**src/rtl/i2c_sm_pkg.sv**
```systemverilog
package i2c_sm_pkg;

    localparam int BIT_AA  = 2;
    localparam int BIT_SI  = 3;
    localparam int BIT_STO = 4;
    localparam int BIT_STA = 5;
    localparam int BIT_EN  = 6;

    localparam logic [7:0] CODE_START  = 8'h08;
    localparam logic [7:0] CODE_RSTART = 8'h10;
    localparam logic [7:0] CODE_AW_ACK = 8'h18;
    localparam logic [7:0] CODE_AW_NAK = 8'h20;
    localparam logic [7:0] CODE_DW_ACK = 8'h28;
    localparam logic [7:0] CODE_DW_NAK = 8'h30;
    localparam logic [7:0] CODE_LOST   = 8'h38;
    localparam logic [7:0] CODE_AR_ACK = 8'h40;
    localparam logic [7:0] CODE_AR_NAK = 8'h48;
    localparam logic [7:0] CODE_DR_ACK = 8'h50;
    localparam logic [7:0] CODE_DR_NAK = 8'h58;
    localparam logic [7:0] CODE_IDLE   = 8'hF8;

    localparam int IDX_SET  = 0;
    localparam int IDX_STAT = 1;
    localparam int IDX_DATA = 2;
    localparam int IDX_OWN  = 3;
    localparam int IDX_HI   = 4;
    localparam int IDX_LO   = 5;
    localparam int IDX_CLR  = 6;

    typedef struct packed {
        logic en;
        logic sta;
        logic sto;
        logic si;
        logic aa;
    } ctrl_t;

    typedef enum logic [3:0] {
        PH_IDLE, PH_START, PH_LOW, PH_HIGH, PH_HOLD,
        PH_RS_LOW, PH_RS_HIGH, PH_SP_LOW, PH_SP_HIGH, PH_SP_REL, PH_LOST
    } phase_e;

endpackage

```
**src/rtl/i2c_sm_regs.sv**
```systemverilog
module i2c_sm_regs
    import i2c_sm_pkg::*;
#(
    parameter int BUS_W  = 8,
    parameter int AW     = 3,
    parameter int HI_RST = 5,
    parameter int LO_RST = 5
) (
    input  logic             clk,
    input  logic             rst_n,
    input  logic             wr_en,
    input  logic [AW-1:0]    addr,
    input  logic [BUS_W-1:0] wdata,
    output logic [BUS_W-1:0] rdata,
    input  logic [7:0]       status,
    input  logic             hw_si_set,
    input  logic             hw_sto_clr,
    input  logic             rx_load,
    input  logic [7:0]       rx_byte,
    output ctrl_t            ctrl,
    output logic [7:0]       data,
    output logic [BUS_W-1:0] hi_cnt,
    output logic [BUS_W-1:0] lo_cnt
);

    typedef struct packed {
        ctrl_t            ctrl;
        logic [7:0]       data;
        logic [7:0]       own;
        logic [BUS_W-1:0] hi;
        logic [BUS_W-1:0] lo;
    } regs_t;

    regs_t r_d, r_q;
    ctrl_t wbits;

    always_comb begin
        wbits = '{en: wdata[BIT_EN], sta: wdata[BIT_STA], sto: wdata[BIT_STO],
                  si: wdata[BIT_SI], aa: wdata[BIT_AA]};
        r_d = r_q;
        if (wr_en) begin
            case (int'(addr))
                IDX_SET:  r_d.ctrl = ctrl_t'(r_q.ctrl | wbits);
                IDX_CLR:  r_d.ctrl = ctrl_t'(r_q.ctrl & ~wbits);
                IDX_DATA: r_d.data = wdata[7:0];
                IDX_OWN:  r_d.own  = wdata[7:0];
                IDX_HI:   r_d.hi   = wdata;
                IDX_LO:   r_d.lo   = wdata;
                default:  ;
            endcase
        end
        if (rx_load)    r_d.data    = rx_byte;
        if (hw_si_set)  r_d.ctrl.si = 1'b1;
        if (hw_sto_clr) r_d.ctrl.sto = 1'b0;
    end

    always_ff @(posedge clk or negedge rst_n) begin
        if (!rst_n) begin
            r_q.ctrl <= '0;
            r_q.data <= '0;
            r_q.own  <= '0;
            r_q.hi   <= BUS_W'(HI_RST);
            r_q.lo   <= BUS_W'(LO_RST);
        end else begin
            r_q <= r_d;
        end
    end

    always_comb begin
        rdata = '0;
        case (int'(addr))
            IDX_SET: begin
                rdata[BIT_EN]  = r_q.ctrl.en;
                rdata[BIT_STA] = r_q.ctrl.sta;
                rdata[BIT_STO] = r_q.ctrl.sto;
                rdata[BIT_SI]  = r_q.ctrl.si;
                rdata[BIT_AA]  = r_q.ctrl.aa;
            end
            IDX_STAT: rdata[7:0] = status;
            IDX_DATA: rdata[7:0] = r_q.data;
            IDX_OWN:  rdata[7:0] = r_q.own;
            IDX_HI:   rdata      = r_q.hi;
            IDX_LO:   rdata      = r_q.lo;
            default:  rdata      = '0;
        endcase
    end

    assign ctrl   = r_q.ctrl;
    assign data   = r_q.data;
    assign hi_cnt = r_q.hi;
    assign lo_cnt = r_q.lo;

endmodule

```
**src/rtl/i2c_sm_core.sv**
```systemverilog
module i2c_sm_core
    import i2c_sm_pkg::*;
#(
    parameter int CNT_W = 8
) (
    input  logic             clk,
    input  logic             rst_n,
    input  ctrl_t            ctrl,
    input  logic [7:0]       tx_byte,
    input  logic [CNT_W-1:0] hi_cnt,
    input  logic [CNT_W-1:0] lo_cnt,
    input  logic             sda_i,
    output logic [7:0]       status,
    output logic             hw_si_set,
    output logic             hw_sto_clr,
    output logic             rx_load,
    output logic [7:0]       rx_byte,
    output logic             scl_low,
    output logic             sda_low
);

    localparam int BITS = 8;

    typedef struct packed {
        phase_e           ph;
        logic [CNT_W-1:0] cnt;
        logic [3:0]       bitn;
        logic [7:0]       sh;
        logic             tx;
        logic             addr;
        logic             rep;
        logic [7:0]       code;
    } core_t;

    localparam core_t CORE_RST = '{ph: PH_IDLE, cnt: '0, bitn: '0, sh: '0,
                                   tx: 1'b0, addr: 1'b0, rep: 1'b0, code: CODE_IDLE};

    core_t s_d, s_q;
    logic [CNT_W-1:0] hi_ld, lo_ld;
    logic done, ack, last_bit;

    assign hi_ld    = hi_cnt - 1'b1;
    assign lo_ld    = lo_cnt - 1'b1;
    assign done     = (s_q.cnt == '0);
    assign ack      = !sda_i;
    assign last_bit = (s_q.bitn == 4'(BITS));

    always_comb begin
        s_d        = s_q;
        hw_si_set  = 1'b0;
        hw_sto_clr = 1'b0;
        rx_load    = 1'b0;
        rx_byte    = s_q.sh;
        if (!done) s_d.cnt = s_q.cnt - 1'b1;
        case (s_q.ph)
            PH_IDLE: begin
                s_d.code = CODE_IDLE;
                if (ctrl.sta && !ctrl.si) begin
                    s_d.ph  = PH_START;
                    s_d.cnt = hi_ld;
                    s_d.rep = 1'b0;
                end
            end
            PH_START: if (done) begin
                s_d.ph    = PH_HOLD;
                s_d.code  = s_q.rep ? CODE_RSTART : CODE_START;
                hw_si_set = 1'b1;
            end
            PH_HOLD: if (!ctrl.si) begin
                s_d.cnt = lo_ld;
                if (ctrl.sto) begin
                    s_d.ph = PH_SP_LOW;
                end else if (ctrl.sta) begin
                    s_d.ph = PH_RS_LOW;
                end else begin
                    s_d.ph   = PH_LOW;
                    s_d.bitn = '0;
                    s_d.sh   = tx_byte;
                    case (s_q.code)
                        CODE_START, CODE_RSTART: begin s_d.addr = 1'b1; s_d.tx = 1'b1; end
                        CODE_AW_ACK, CODE_AW_NAK,
                        CODE_DW_ACK, CODE_DW_NAK: begin s_d.addr = 1'b0; s_d.tx = 1'b1; end
                        default:                  begin s_d.addr = 1'b0; s_d.tx = 1'b0; end
                    endcase
                end
            end
            PH_LOW: if (done) begin
                s_d.ph  = PH_HIGH;
                s_d.cnt = hi_ld;
            end
            PH_HIGH: if (done) begin
                if (!last_bit) begin
                    if (s_q.tx && s_q.sh[7] && !sda_i) begin
                        s_d.ph    = PH_LOST;
                        s_d.code  = CODE_LOST;
                        hw_si_set = 1'b1;
                    end else begin
                        s_d.sh   = {s_q.sh[6:0], sda_i};
                        s_d.bitn = s_q.bitn + 1'b1;
                        s_d.ph   = PH_LOW;
                        s_d.cnt  = lo_ld;
                    end
                end else begin
                    s_d.ph    = PH_HOLD;
                    hw_si_set = 1'b1;
                    if (s_q.addr) begin
                        if (s_q.sh[0]) s_d.code = ack ? CODE_AR_ACK : CODE_AR_NAK;
                        else           s_d.code = ack ? CODE_AW_ACK : CODE_AW_NAK;
                    end else if (s_q.tx) begin
                        s_d.code = ack ? CODE_DW_ACK : CODE_DW_NAK;
                    end else begin
                        s_d.code = ack ? CODE_DR_ACK : CODE_DR_NAK;
                        rx_load  = 1'b1;
                    end
                end
            end
            PH_RS_LOW:  if (done) begin s_d.ph = PH_RS_HIGH; s_d.cnt = hi_ld; end
            PH_RS_HIGH: if (done) begin s_d.ph = PH_START; s_d.cnt = hi_ld; s_d.rep = 1'b1; end
            PH_SP_LOW:  if (done) begin s_d.ph = PH_SP_HIGH; s_d.cnt = hi_ld; end
            PH_SP_HIGH: if (done) begin s_d.ph = PH_SP_REL; s_d.cnt = hi_ld; end
            PH_SP_REL: if (done) begin
                s_d.ph     = PH_IDLE;
                s_d.code   = CODE_IDLE;
                hw_sto_clr = 1'b1;
            end
            PH_LOST: if (!ctrl.si) begin
                s_d.ph   = PH_IDLE;
                s_d.code = CODE_IDLE;
            end
            default: s_d = CORE_RST;
        endcase
        if (!ctrl.en) begin
            s_d        = CORE_RST;
            hw_si_set  = 1'b0;
            hw_sto_clr = 1'b0;
            rx_load    = 1'b0;
        end
    end

    always_ff @(posedge clk or negedge rst_n) begin
        if (!rst_n) s_q <= CORE_RST;
        else        s_q <= s_d;
    end

    always_comb begin
        scl_low = 1'b0;
        sda_low = 1'b0;
        case (s_q.ph)
            PH_START:  sda_low = 1'b1;
            PH_HOLD:   begin scl_low = 1'b1; sda_low = 1'b1; end
            PH_LOW, PH_HIGH: begin
                scl_low = (s_q.ph == PH_LOW);
                sda_low = last_bit ? (!s_q.tx && ctrl.aa) : (s_q.tx && !s_q.sh[7]);
            end
            PH_RS_LOW: scl_low = 1'b1;
            PH_SP_LOW: begin scl_low = 1'b1; sda_low = 1'b1; end
            PH_SP_HIGH: sda_low = 1'b1;
            default: ;
        endcase
    end

    assign status = s_q.code;

endmodule

```
**src/rtl/i2c_stat_master.sv**
```systemverilog
module i2c_stat_master
    import i2c_sm_pkg::*;
#(
    parameter int BUS_W  = 8,
    parameter int AW     = 3,
    parameter int HI_RST = 5,
    parameter int LO_RST = 5
) (
    input  logic             clk,
    input  logic             rst_n,
    input  logic             reg_wr,
    input  logic [AW-1:0]    reg_addr,
    input  logic [BUS_W-1:0] reg_wdata,
    output logic [BUS_W-1:0] reg_rdata,
    output logic             irq_o,
    output logic             scl_low_o,
    output logic             sda_low_o,
    input  logic             sda_i
);

    ctrl_t            ctrl_w;
    logic [7:0]       data_w;
    logic [7:0]       status_w;
    logic [7:0]       rx_byte_w;
    logic [BUS_W-1:0] hi_w, lo_w;
    logic             si_set_w, sto_clr_w, rx_load_w;
    logic             en_w;

    i2c_sm_regs #(.BUS_W(BUS_W), .AW(AW), .HI_RST(HI_RST), .LO_RST(LO_RST)) u_regs (
        .clk(clk), .rst_n(rst_n), .wr_en(reg_wr), .addr(reg_addr),
        .wdata(reg_wdata), .rdata(reg_rdata), .status(status_w),
        .hw_si_set(si_set_w), .hw_sto_clr(sto_clr_w), .rx_load(rx_load_w),
        .rx_byte(rx_byte_w), .ctrl(ctrl_w), .data(data_w),
        .hi_cnt(hi_w), .lo_cnt(lo_w)
    );

    i2c_sm_core #(.CNT_W(BUS_W)) u_core (
        .clk(clk), .rst_n(rst_n), .ctrl(ctrl_w), .tx_byte(data_w),
        .hi_cnt(hi_w), .lo_cnt(lo_w), .sda_i(sda_i), .status(status_w),
        .hw_si_set(si_set_w), .hw_sto_clr(sto_clr_w), .rx_load(rx_load_w),
        .rx_byte(rx_byte_w), .scl_low(scl_low_o), .sda_low(sda_low_o)
    );

    assign en_w  = ctrl_w.en;
    assign irq_o = ctrl_w.si & ctrl_w.en;

endmodule

```
**config.mk**
```make
export PLATFORM = sky130hd
export DESIGN_NAME = i2c_stat_master
export DESIGN_NICKNAME = d
export VERILOG_FILES = /design/src/rtl/i2c_sm_pkg.sv /design/src/rtl/i2c_sm_regs.sv /design/src/rtl/i2c_sm_core.sv /design/src/rtl/i2c_stat_master.sv
export SDC_FILE = /design/constraint.sdc
export NUM_CORES = 1
export LEC_CHECK = 0
export ABC_AREA = 1
export BUFFER_PORTS_ARGS = -buffer_cell sky130_fd_sc_hd__buf_2
export CORE_UTILIZATION = 25
export DETAILED_ROUTE_END_ITERATION = 10
export PLACE_DENSITY_LB_ADDON = 0.08
export SLEW_MARGIN = 20
export SYNTH_ARGS = -nofsm -noshare
export SYNTH_HDL_FRONTEND = slang
export SYNTH_SLANG_ARGS = --single-unit
```
**constraint.sdc**
```tcl
create_clock -name clk -period 1.7 [get_ports clk]
set_input_delay 0.17 -clock clk [delete_from_list [all_inputs] [get_ports clk]]
set_output_delay 0.17 -clock clk [all_outputs]
set_load 0.01 [all_outputs]
```
==> results_tabular.tex <==
\begin{tabular}{lr}
\hline
Metric & Value \\
\hline
\multicolumn{2}{l}{\textbf{Drt}} \\
Number of search-and-repair iterations in the first detailed-routing pass & 7 \\
Post-route DRC & 4 \\
Drt initial violations & 219 \\
Wire per inst & 16.8 um \\
Routed via count & 4,934 \\
Number of antenna-violating nets in the routed design & 0 \\
Detailed Route WL & around 18,000 um \\
Per-cell via count in the routed design & 4.74 \\
\multicolumn{2}{l}{\textbf{Setup path}} \\
Worst-path cell with the longest stage delay & sky130\_fd\_sc\_hd\_\_dfrtp\_1 \\
Capturing element type of the critical path & register \\
Worst setup path endpoint & u\_regs.data[0] \\
Setup CP Type & register to register \\
Critical R2R Launch & u\_core.s\_q[24] \\
Launch point of the worst path & u\_core.s\_q[24] \\
Cells along the critical path & inv\_2, ha\_4, inv\_4, nor2\_4, nand4\_4, buf\_6, nor2\_4, buf\_6, buf\_6, nand2\_8, nand4\_1, o221ai\_1 \\
Flop-to-flop setup slack & -0.16 ns \\
WP data required & 1.91 ns \\
Slowest Stage Delay on Critical Path & between 0.3 and 0.4 ns \\
Nature of the critical path startpoint & register \\
Depth of the most critical reg-to-reg path & 12 \\
Cell type with the highest occurrence count on the critical path & sky130\_fd\_sc\_hd\_\_buf\_6 \\
Maximum fanout along the worst path & 6 \\
Data arrival time of the worst path & 2.07 ns \\
Endpoint of the lowest-slack register-to-register path & u\_regs.data[0] \\
\multicolumn{2}{l}{\textbf{Power and ir drop}} \\
Worst vdd ir & 0.413 mV \\
Combinational share of power & 0.577 \\
Internal power component & approximately 0.0058 W \\
Clock power share & 0.197 \\
Power density relative to cell area & 1420 nW/um2 \\
Fraction of power consumed by sequential logic & 0.226 \\
Switching power & 0.00404 W \\
Proportion of total power due to net switching & 0.408 \\
Static leakage power & 3.27 nW \\
\multicolumn{2}{l}{\textbf{Clock network}} \\
Clock root cell & sky130\_fd\_sc\_hd\_\_clkbuf\_16 \\
Number of clock buffers inserted by TritonCTS & 9 \\
Htree depth & 3 \\
Clock slew at the register clock pins of the worst setup and hold paths & 0.06 ns \\
Clk buf depth & 2 \\
Clock insertion delay at the later pin of the skew report & $\sim$0.34 ns \\
Clock net sink count & roughly 70 \\
TritonCTS clock tree & built \\
\multicolumn{2}{l}{\textbf{Logic synthesis}} \\
Simple-gate area share of the yosys netlist & 0.301 \\
Syn Area/Cell & 7.05 um2 \\
Syn Inst Count & roughly 660 \\
Post-Syn Nets & 680 \\
Combinational family with the most area after synthesis & simple AND/OR/NAND/NOR gates \\
Proportion of netlist area held by the largest area contributor & 0.324 \\
Number of library cell types mapped by synthesis & 42 \\
Top cell type by total area after synthesis & sky130\_fd\_sc\_hd\_\_dfrtp\_1 \\
Fraction of the mapped netlist area in adder cells & 0.0216 \\
Multiplexer fraction of the synthesized cell area & 0 \\
Synth Area in XOR/XNOR & 0.0246 \\
Share of the yosys chip area belonging to registers & 0.375 \\
Compound-cell area share of the yosys netlist & 0.183 \\
Post-synthesis cell area & about 4600 um2 \\
Warnings, synthesis & 0 \\
FF+latch count, synth & 69 \\
Top cells by area, synth & sky130\_fd\_sc\_hd\_\_dfrtp\_1 32\%, sky130\_fd\_sc\_hd\_\_nand2\_1 13\%, sky130\_fd\_sc\_hd\_\_inv\_1 7.5\% \\
\multicolumn{2}{l}{\textbf{Die}} \\
Area of the core & between 15,000 and 20,000 um2 \\
Die area & roughly 19,000 um2 \\
Height of the die & 138 um \\
Number of placement rows & 49 \\
Number of top-level pins & 26 \\
Width of the die & roughly 140 um \\
Initial core utilization & 0.256 \\
\multicolumn{2}{l}{\textbf{Finish}} \\
Final-stage net count & 831 \\
Highest-count cells in the layout ignoring fill and taps & 143 x sky130\_fd\_sc\_hd\_\_nand2\_1, 96 x sky130\_fd\_sc\_hd\_\_buf\_4, 80 x sky130\_fd\_sc\_hd\_\_inv\_1 \\
Non-filler cells, final & 1,042 \\
Fraction of the core area covered by cells at the end of the flow & 0.386 \\
Area Overhead vs Synth & 50.6\% \\
Leading cell type in the layout, fill and taps excluded & sky130\_fd\_sc\_hd\_\_nand2\_1 \\
Inserted Diodes & 0 \\
Fraction of final layout cells with drive strength greater than 1 & 0.369 \\
\multicolumn{2}{l}{\textbf{STA}} \\
Max-slew violation count & 0 \\
RSZ-0062 raised after global routing & true \\
Slew at the pin closest to its max-slew limit & 0.495 ns \\
Highest clock frequency the design can meet & 538 MHz \\
Worst slew slack as a fraction of its limit & 0.669 \\
Final critical-path share of the clock period & 1.09 \\
Setup violations, final & 38 \\
Hold Violations, Final & 0 \\
Worst path setup slack after routing & -0.160 ns \\
Fin Clk Skew & slightly below 0.009 ns \\
Min cycle time layout & 1.86 ns \\
\multicolumn{2}{l}{\textbf{GRT}} \\
Initial antenna violation count & 0 \\
Via count of the first global-routing pass & 4,907 \\
Wire length of the first global-routing pass & 27,400 um \\
Overall Global Routing Usage & 0.187 \\
Maximum number of pins on one net before global-route repair & 70 \\
Overflow after GRT & 0 \\
\multicolumn{2}{l}{\textbf{Placement}} \\
Detailed placement HPWL & $\sim$13,000 um \\
Count of input and output buffers & 25 \\
Number of instances in the placed design & 996 \\
Gpl congestion & between 0.8 and 0.9 \\
\multicolumn{2}{l}{\textbf{Status}} \\
Failing checks & DRC, setup timing \\
Status & finished, violations left \\
\multicolumn{2}{l}{\textbf{Min path}} \\
Path type of the worst min-delay path & primary input to register \\
\multicolumn{2}{l}{\textbf{Run}} \\
Reported max-cap violation count & 0 \\
\hline
\end{tabular}
critical path: cells and delay by family (launching register included):
kind | cells | cell delay, ns
simple gates | 5 | 0.55
buf+inv | 5 | 0.52
flops | 1 | 0.39
fa+ha+maj | 1 | 0.15
compound gates | 1 | 0.11
area by class of cell:
| cell class | instances | area, um2 |
|---|---|---|
| fillers | 1878 | 11100 |
| multi-input cells | 477 | 2980 |
| flip-flops and latches | 69 | 1740 |
| repair buffers | 151 | 1290 |
| inverters | 100 | 387 |
| well taps | 229 | 287 |
| clock buffers | 10 | 229 |
| clock inverters | 6 | 72.6 |
repair_timing:
action,4_1_cts,5_1_grt
pin swaps,23,16
cloned,1,3
endpoints found under the setup margin,47,49
hold endpoints to repair,60,0
setup buffers,11,15
hold buffers,1,0
resized for setup,71,82
cells in the mapped netlist (all sizes together):
cell       n
nor4       4
nand3b     4
o21ai     77
ha         8
a221oi     2
and2       2
o22ai     18
o211a      1
a21oi     24
o211ai     9
clkbuf     5
nand2    168
o2111ai    2
nand3     41
dfstp      9
nor2      71
nor3       8
nand4     12
o21bai     1
o221ai     4
a22oi      5
dfrtp     60
inv      100
xnor2      2
or2        1
xor2      11
buf        7
o31ai      1
routing by layer:
| layer | global-route usage | up-vias | routed length (um) |
|---|---|---|---|
| met5 | 0 | - | 0 |
| met4 | 0.0438 | 0 | 200 |
| met3 | 0.0260 | 14 | 579 |
| met2 | 0.309 | 87 | 8200 |
| met1 | 0.258 | 2352 | 8530 |
| li1 | - | 2481 | - |
metrics by stage:
step / hold WS (ns) / total power [W] / setup slack (ns) / area, um2 / TNS [ns]
finish: 0.0929 / 0.00988 / -0.160 / 6980 / -3.65
global route: 0.0911 / 0.0106 / -0.247 / 6980 / -7.88
CTS: 0.0760 / 0.00905 / -0.163 / 6470 / -2.48
detailed placement: 0.219 / 0.00656 / -0.284 / 5790 / -6.09
global placement: 0.225 / 0.00659 / -0.224 / 5790 / -5.26
floorplan: -0.126 / 0.00452 / 0.00414 / 4650 / 0
flip-flops by register name, summed over array words and instances, names as in the netlist, named ones only:
name and flops:
u_core.rx_byte 8, u_core.s_q 19, u_core.status 5, u_regs.ctrl 2
u_regs.data 8, u_regs.hi_cnt 8, u_regs.lo_cnt 8, u_regs.r_q 8
cells by family after synthesis:
| logic type | count (synthesis) |
|---|---|
| compound gates | 144 |
| xor+xnor | 13 |
| fa+ha+maj | 8 |
| buf+inv | 112 |
| flops | 69 |
| simple gates | 311 |
worst min-delay path by stage:
| stage | from | endpoint | slack, ns | cells past startpoint |
|---|---|---|---|---|
| 3_5_place_dp | rst_n | u_core.s_q[27] | 0.22 | 2 |
| 5_1_grt | reg_wdata[4] | u_regs.ctrl[2] | 0.09 | 2 |
| 4_1_cts | reg_wdata[4] | u_regs.ctrl[2] | 0.08 | 2 |
| 2_1_floorplan | rst_n | asynchronous set/reset pin | -0.13 | 0 |
| 6_report | reg_wdata[4] | u_regs.ctrl[2] | 0.09 | 2 |
| 3_3_place_gp | rst_n | u_core.s_q[27] | 0.23 | 2 |
power by group through the flow:
stage,Combinational (W),Clock (W),Sequential (W)
floorplan,0.00232,0,0.00219
finish,0.00570,0.00194,0.00224
CTS,0.00481,0.00201,0.00223
detailed placement,0.00432,0,0.00224
global placement,0.00436,0,0.00224
global route,0.00626,0.00208,0.00227
Note: power is estimated with default switching activity, not from simulation.
